## src/rtl/prio_cfg_arbiter.sv

```systemverilog
module prio_cfg_arbiter #(
  parameter int NM = 5,
  parameter int FW = 3,
  parameter int DW = 32,
  parameter int FOFS [NM] = '{0, 4, 16, 24, 28},
  parameter logic [DW-1:0] RST_VAL = 32'h4302_0010
) (
  input  logic          clk,
  input  logic          rst_n,
  input  logic          wr_en,
  input  logic          rd_en,
  input  logic          supervisor,
  input  logic          lock,
  input  logic [DW-1:0] wdata,
  output logic [DW-1:0] rdata,
  output logic          bus_err,
  input  logic [NM-1:0] req,
  output logic [NM-1:0] gnt
);

  function automatic logic [DW-1:0] field_mask();
    logic [DW-1:0] m = '0;
    for (int i = 0; i < NM; i++) m[FOFS[i] +: FW] = '1;
    return m;
  endfunction

  localparam logic [DW-1:0] FMASK = field_mask();

  logic [DW-1:0] cfg;
  logic [FW-1:0] fld_w [NM];
  logic [FW-1:0] fld_c [NM];
  logic          dup, wr_ok;
  logic [NM-1:0] gnt_n;

  always_comb
    for (int i = 0; i < NM; i++) begin
      fld_w[i] = wdata[FOFS[i] +: FW];
      fld_c[i] = cfg[FOFS[i] +: FW];
    end

  always_comb begin
    dup = 1'b0;
    for (int i = 0; i < NM; i++)
      for (int j = i + 1; j < NM; j++)
        if (fld_w[i] == fld_w[j]) dup = 1'b1;
  end

  assign wr_ok   = wr_en & supervisor & ~lock & ~dup;
  assign bus_err = ((wr_en | rd_en) & ~supervisor) | (wr_en & supervisor & (lock | dup));
  assign rdata   = (rd_en & supervisor) ? cfg : '0;

  always_ff @(posedge clk or negedge rst_n)
    if (!rst_n)     cfg <= RST_VAL & FMASK;
    else if (wr_ok) cfg <= wdata & FMASK;

  always_comb begin
    logic [FW-1:0] best;
    logic          found;
    best  = '1;
    found = 1'b0;
    gnt_n = '0;
    for (int i = 0; i < NM; i++)
      if (req[i] && (!found || fld_c[i] < best)) begin
        best  = fld_c[i];
        found = 1'b1;
        gnt_n = '0;
        gnt_n[i] = 1'b1;
      end
  end

  always_ff @(posedge clk or negedge rst_n)
    if (!rst_n) gnt <= '0;
    else        gnt <= gnt_n;

  assert_gnt_onehot_R8: assert property (@(posedge clk) disable iff (!rst_n)
    $onehot0(gnt));

  assert_gnt_from_req_R8: assert property (@(posedge clk) disable iff (!rst_n)
    (gnt != '0) |-> ((gnt & $past(req)) != '0));

  assert_idle_no_gnt_R9: assert property (@(posedge clk) disable iff (!rst_n)
    (req == '0) |=> (gnt == '0));

  assert_err_hold_R6: assert property (@(posedge clk) disable iff (!rst_n)
    (wr_en && bus_err) |=> $stable(cfg));

  assert_read_hold_R3: assert property (@(posedge clk) disable iff (!rst_n)
    (!wr_en) |=> $stable(cfg));

  assert_commit_R7: assert property (@(posedge clk) disable iff (!rst_n)
    (wr_en && !bus_err) |=> (cfg == ($past(wdata) & FMASK)));

  assert_reserved_zero_R2: assert property (@(posedge clk) disable iff (!rst_n)
    ((rdata & ~FMASK) == '0));

endmodule

```

## config.mk

```make
export PLATFORM = sky130hd
export DESIGN_NAME = prio_cfg_arbiter
export DESIGN_NICKNAME = d
export VERILOG_FILES = /design/src/rtl/prio_cfg_arbiter.sv
export SDC_FILE = /design/constraint.sdc
export NUM_CORES = 1
export LEC_CHECK = 0
export CAP_MARGIN = 20
export CORE_MARGIN = 3
export CORE_UTILIZATION = 47
export DETAILED_ROUTE_END_ITERATION = 7
export PLACE_DENSITY = 0.93
export SETUP_SLACK_MARGIN = 0.02
export SLEW_MARGIN = 20
export SYNTH_ARGS = -nofsm -noshare
export SYNTH_HDL_FRONTEND = slang
export SYNTH_SLANG_ARGS = --single-unit
export TNS_END_PERCENT = 10
```

## constraint.sdc

```tcl
create_clock -name clk -period 11.16 [get_ports clk]
set_input_delay 2.232 -clock clk [delete_from_list [all_inputs] [get_ports clk]]
set_output_delay 2.232 -clock clk [all_outputs]
set_load 0.01 [all_outputs]
```

======== Word level (Yosys, flattened, before mapping) ========
Cells that the tools add are included.
word-level totals
  register bits after elaboration ......... 20
  bits in latches ......................... 0
  bits in writable memories ............... 0
  memory bits (read-only) ................. 0
  word-level logic and storage cells ...... 64
  memories ................................ 0
operators by class
  $add $sub $neg .......................... 0
  multipliers ............................. 0
  div/mod/pow operators ................... 0
  order comparisons ....................... 4
  equal/unequal tests ..................... 10
  shift operators ......................... 0
  mux-type cells .......................... 24
  bitwise operators ....................... 12
  reduce and logical (&&, ||, !) cells .... 12
operators by type and width
  kind                        number
  two-way mux 31 bit          1
  == test 3 bit               10
  two-way mux 1 bit           15
  two-way mux 3 bit           5
  less-than comparator 3 bit  4
  two-way mux 5 bit           2
  AND 1 bit                   6
  logical AND 1 bit           4
  logical NOT 1 bit           4
  logical OR 1 bit            4
  inverter 1 bit              3
  bitwise OR 1 bit            3
  two-way mux 2 bit           1

======== Longest topological paths before layout ========
Gate-level depths: netlist of run 1.
  depth after elaboration ................. 17
  depth in mapped cells ................... 28
  depth with buffers taken out ............ 27

======== Worst setup path before layout of run 1 ========
OpenSTA, ideal clock, no wires.
  path type ............................... input port to flip-flop
  from .................................... input port req[0]
  to ...................................... register gnt[0]
  setup time .............................. 0.086 ns
  arrival time ............................ 6.768 ns
  data required time ...................... 11.074 ns
  slack ................................... 4.306 ns
  cell stages on the path ................. 26
  cells stage by stage .................... buf_2 -> inv_1 -> nor2_1 -> ha_1 -> nand2_1 -> o21a_1 -> and2_1 -> a21oi_1 -> mux2i_1 -> inv_1 -> ha_1 -> o22ai_1 -> nand2_1 -> o31ai_2 -> a21oi_1 -> mux2i_1 -> ha_1 -> a211o_1 -> o21ai_2 -> mux2_2 -> ha_1 -> o21a_1 -> nor2_1 -> o21ai_0 -> o2111ai_1 -> nor3_1
on the way
  cells in the longest elaborated chain, start to end .. 17
ends and longest elaborated chain
  what                                                                    RTL line  RTL
  from (decl)                                                             17        input logic [NM-1:0] req,
  two-way mux 3 bit / two-way mux 1 bit (equally long branches)           63        if (req[i] && (!found || fld_c[i] < best)) begin
  less-than comparator 3 bit / logical NOT 1 bit (equally long branches)  63
  logical OR 1 bit                                                        63
  logical AND 1 bit                                                       63
  two-way mux 3 bit / two-way mux 1 bit (equally long branches)           63
  less-than comparator 3 bit / logical NOT 1 bit (equally long branches)  63
  logical OR 1 bit                                                        63
  logical AND 1 bit                                                       63
  (+2 left out)                                                           n/a
  logical OR 1 bit                                                        63
  logical AND 1 bit                                                       63
  two-way mux 3 bit / two-way mux 1 bit (equally long branches)           63
  less-than comparator 3 bit / logical NOT 1 bit (equally long branches)  63
  logical OR 1 bit                                                        63
  logical AND 1 bit                                                       63
  two-way mux 5 bit (*)                                                   63
  via gnt_n[0]                                                            33        logic [NM-1:0] gnt_n;
  to (signal assigned)                                                    73        else gnt <= gnt_n;
  to (decl)                                                               18        output logic [NM-1:0] gnt
Mark *: on every way through the listed nets, which the timed path passes. The rest lies on a longest branch.
A chain may end at the register's enable or synchronous reset.

======== Worst setup path after layout of run 1 ========
Same ends and word-level chain as after synthesis.

==> impl_results.md, run 1 <==
- Slew HR: 0.435
- Critical-path maximum fanout: 9
- Critical Path Slowest Stage Cell: clkdlybuf4s50_1
- CTS resizes: 0
- Overflow after GRT: 0
- Synth unique cells: 51
- Synth top area share: 0.192
- RSZ-0062 raised after global routing: no
- Final Max Tran Viols: 0
- Post-route cell area: 0.00235 sq mm
- Largest cells by area after synthesis: dfrtp_1, buf_4, xor2_1
- Synth area leader: dfrtp_1
- Antenna diode instance count: 0
- Final core occ: 0.615
- Placed Cells incl. Taps: 298
- Finished Layout Cells: 302
- Maxcap violations: 0
- Slew @ Worst Pin: 845 ps
- Startpoint Class: primary input
- # port buffers: 46
- Largest net degree at the start of global routing: 21
- IO Pins: 81
- Layout cells sized above 1: 0.114
- GRT Util Overall: 0.181
- Hold slack: 557 ps
- Setup WS pre-CTS: 3230 ps
- RePlAce Congestion: 0.870
- Core ar.: 0.00383 sq mm
- Final net count: 304
- Root buffer cell: clkbuf_8
- First-pass GRT wire length: 7480 um
- Critical setup path kind: primary input to flop
- Post-synthesis cell count: 220
- HPWL Detailed: 3520 um
- P_leak: 1.11 nW
- Overall die height: 70.5 um
- Tcrit/Tclk final: 0.697
- Worst hold path type: flop to flop
- Final WS setup: 3380 ps
- Total CTS buffers: 3
- Setup tns final: 0 ps
- Syn avg cell area: 8.90 sq um
- FFs w/ async S/R, synth: 1.00
- Primary FF master, synth: dfrtp_1
- DRC: 0
- Final Power: 455 uW
- Initial Utilization: 0.512
- Vias in the first global route: 1,606
- DR pass1 iterations: 4
- Count leader, synth: buf_4
- Minimum clock period: 7780 ps
- CTS tree: built
- Initial antenna violation count: 0
- DIE AREA: 0.00498 sq mm
- Worst skew pair latency: 260 ps
- Clk slew on worst S/H paths: 70 ps
- CP max stage delay: 570 ps
- H-tree depth: 1
- EDFF count, synth: 0
- Post-CTS Hold Fix Bufs: 0
- Warnings, synthesis: 0
- Routed WL: 4420 um
- CP required: 11,340 ps
- Seq/Total Area, Yosys: 0.259
- Status: complete, no violations
- Fmax: 128 MHz
- Die W: 70.5 um
- Starting DRT DRC Count: 180
- Cell mode on critical path: ha_1
- Vias per cell: 5.46
- Seq cells post-synth: 20
- Cell area after synthesis: 0.00196 sq mm
- Arr. time, crit path: 7960 ps
- Post-route ant nets: 0
- Post-CTS setup buffer count: 0
- Clk sink count: 20
- DR WL/cell: 14.6 um
- Area delta synth->final: 20.1%
- Area after DPL: 0.00231 sq mm
- Setup-failing EPs final: 0
- CP Capture Type: flop
- Row cnt: 22
- Clock Tree Buf Depth: 2
- Peak supply drop: 0.0844 mV
- Final Skew: 2.52 ps
- Power density cells: 193 mW/mm^2
- Synth top cells by count: buf_4, xor2_1, and3_1, dfrtp_1, inv_1
- Fin. Hold Viols: 0
- DR vias: 1,650
-- cells in the final DEF (no fill, tap or decap), drive strengths merged, types with 10 or more instances in the layout --
cell type / instances
conb: 17
and3: 15
dfrtp: 15
nand3: 10
clkdlybuf4s50: 46
nor3: 10
xor2: 16
nor2: 13
mux2: 15
inv: 15
nand2: 10
-- state kept, by name, summed over array words and instances (netlist names) --
name,count
cfg,15
gnt,5
-- report_power, final --
group          switching, mW  leakage (nW)  internal, mW
sequential            0.0330         0.241         0.110
combinational          0.126         0.847         0.138
clock                 0.0226        0.0228        0.0254
-- cells by family after synthesis --
logic type,share of synthesized area
other cells,0.00192
mux,0.129
xor+xnor,0.107
flops,0.259
buf+inv,0.147
simple gates,0.188
compound gates,0.130
fa+ha+maj,0.0383
-- worst max-delay path, delay by kind of cell --
kind	cells	cell delay, ps
fa+ha+maj	4	1240
compound gates	11	1880
simple gates	7	820
buf+inv	3	860
mux	3	920
-- worst paths after layout --
path	from	depth (start not counted)	endpoint	slack [ps]
setup / recovery	req[0]	28	gnt[0]	3380
hold / removal	cfg[28]	1	cfg[28]	560
setup reg to reg	cfg[2]	26	gnt[0]	5770
hold reg to reg	cfg[28]	1	cfg[28]	560
max in group asynchronous	rst_n	1	cfg[29]	8180
min in group asynchronous	rst_n	1	gnt[0]	2460
-- layer usage --
layer | share of wire | GRT usage
met2 | 0.50 | 0.326
met1 | 0.42 | 0.220
met3 | 0.066 | 0.0327
met5 | 0 | 0
met4 | 0.012 | 0.0501
-- cell type report --
class | count | area (sq um)
sequential | 20 | 507
timing repair buffer | 46 | 460
tap | 48 | 60.1
inverter | 15 | 56.3
multi-input combinational | 169 | 1220
fill | 329 | 1470
clock buffer | 4 | 45.0
No activity file was read; power rests on OpenSTA's default activity.
==> run 2, diff against run 1 <==
Settings changed: CORE_UTILIZATION 47 to 44, PLACE_DENSITY 0.93 to 0.88.
Clock period 11.16 ns to 8.1 ns, I/O delays scaled along.
==> impl_results.md, run 2 (synthesis gave the netlist of run 1 again) <==
- Clock Tree Buf Depth: 2
- Layout cells sized above 1: 0.118
- Post-route ant nets: 0
- DRC: 0
- Largest net degree at the start of global routing: 21
- Hold Path Cell Cnt: 1
- Worst skew pair latency: 260 ps
- Critical setup path kind: primary input to flop
- Startpoint Class: primary input
- Regs by FF count: cfg: 15 flops, gnt: 5 flops
- IO Pins: 81
- Worst reg2reg path depth: 26
- DIE AREA: 0.00529 sq mm
- Finished Layout Cells: 304
- Setup-failing EPs final: 0
- Commonest non-fill, non-tap cell in the layout: clkdlybuf4s50_1
- Final Skew: 1.93 ps
- Clk slew on worst S/H paths: 70 ps
- R2r setup slk: 2700 ps
- Arr. time, crit path: 7350 ps
- Most frequent cells in the layout: clkdlybuf4s50_1, conb_1, xor2_1
- Top reg by flops: cfg
- # port buffers: 46
- Worst hold path type: flop to flop
- RSZ-0062 raised after global routing: no
- Final Max Tran Viols: 0
- Fmax: 140 MHz
- Critical-path maximum fanout: 9
- First-pass GRT wire length: 7200 um
- Root buffer cell: clkbuf_8
- Clk sink count: 20
- Multi-input gate area: 0.00122 sq mm
- Row cnt: 23
- Top Usage Layer GRT: met2
- Overall die height: 72.7 um
- Fillers: 385
- DR vias: 1,635
- DR pass1 iterations: 5
- Slew HR: 0.421
- RePlAce Congestion: 0.925
- Area delta synth->final: 20.8%
- Post-CTS Hold Fix Bufs: 0
- Post-route cell area: 0.00236 sq mm
- Setup tns final: 0 ps
- Maxcap violations: 0
- Power density cells: 268 mW/mm^2
- Vias in the first global route: 1,541
- HPWL Detailed: 3440 um
- Initial Utilization: 0.473
- H-tree depth: 1
- GRT met1 Usage: 0.215
- CP required: 8280 ps
- Overflow after GRT: 0
- CP Capture Type: flop
- Final net count: 304
- Seq. cell area: 507 sq um
- DR WL/cell: 14.2 um
- Fin. Hold Viols: 0
- Die W: 72.7 um
- Tcrit/Tclk final: 0.885
- Largest register FFs: 15
- Area after DPL: 0.00231 sq mm
- Core ar.: 0.00414 sq mm
- Post-CTS setup buffer count: 0
- CTS resizes: 0
- Total CTS buffers: 3
- Routed WL: 4320 um
- Vias per cell: 5.38
- Met3 GRT Util: 0.0275
- Peak supply drop: 0.106 mV
- Minimum clock period: 7170 ps
- Met2 usage: 0.301
- GRT Util Overall: 0.173
- P_leak: 1.12 nW
- CTS tree: built
- Antenna diode instance count: 0
- Status: complete, no violations
- Placed Cells incl. Taps: 300
- Slew @ Worst Pin: 865 ps
- Starting DRT DRC Count: 129
- Initial antenna violation count: 0
==> run 2: cell counts in the layout (fill, tap and decap cells not counted) <==
No cell type changed its count.
==> run 2: metrics by stage <==
stage          utilization  power, mW  hold slack, ps  setup slack, ps
5_1_grt              0.571      0.689             586              396
6_report             0.571      0.635             568              933
3_3_place_gp         0.557      0.541             527              843
3_5_place_dp         0.557      0.556             545              733
4_1_cts              0.571      0.635             562              953
2_1_floorplan            -      0.452             497             1860
==> run 2: report_power, final <==
part | switching, mW | internal, mW | total (mW)
registers | 0.0458 | 0.151 | 0.197
clock network | 0.0325 | 0.0433 | 0.0758
logic | 0.172 | 0.190 | 0.362
==> run 2: cell type report <==
class,instances,area share
Timing Repair Buffer,46,0.195
Sequential cell,20,0.214
Clock buffer,4,0.0233
Tap cell,50,0.0265
Multi-Input combinational cell,169,0.517
Inverter,15,0.0238
==> run 2: critical path, stage by stage <==
cell	delay, ps
clkdlybuf4s50_1	560
inv_1	220
nor2_1	90
ha_1	340
nand2_1	70
o21a_1	200
and2_1	170
a21oi_1	230
mux2i_1	300
inv_1	70
ha_1	290
o22ai_1	80
nand2_1	110
o31ai_2	80
a21oi_1	280
mux2i_1	270
ha_1	280
o21a_1	120
o32ai_1	150
nand2_1	180
o21ai_2	110
mux2_2	350
ha_1	300
o21a_1	130
nor2_1	40
o21ai_0	330
o2111ai_1	210
nor3_1	160
==> run 2: final timing paths <==
| kind | start | to |
|---|---|---|
| max | req[0] | gnt[0] |
| min | cfg[28] | cfg[28] |
| max reg2reg | cfg[2] | gnt[0] |
| min reg2reg | cfg[28] | cfg[28] |
| max in group asynchronous | rst_n | cfg[5] |
| min in group asynchronous | rst_n | gnt[0] |
==> run 2: per-layer routing <==
layer  vias up  wire [um]
met5         -          0
li1        798          -
met4         0         59
met2        64       2130
met3         5        280
met1       768       1840
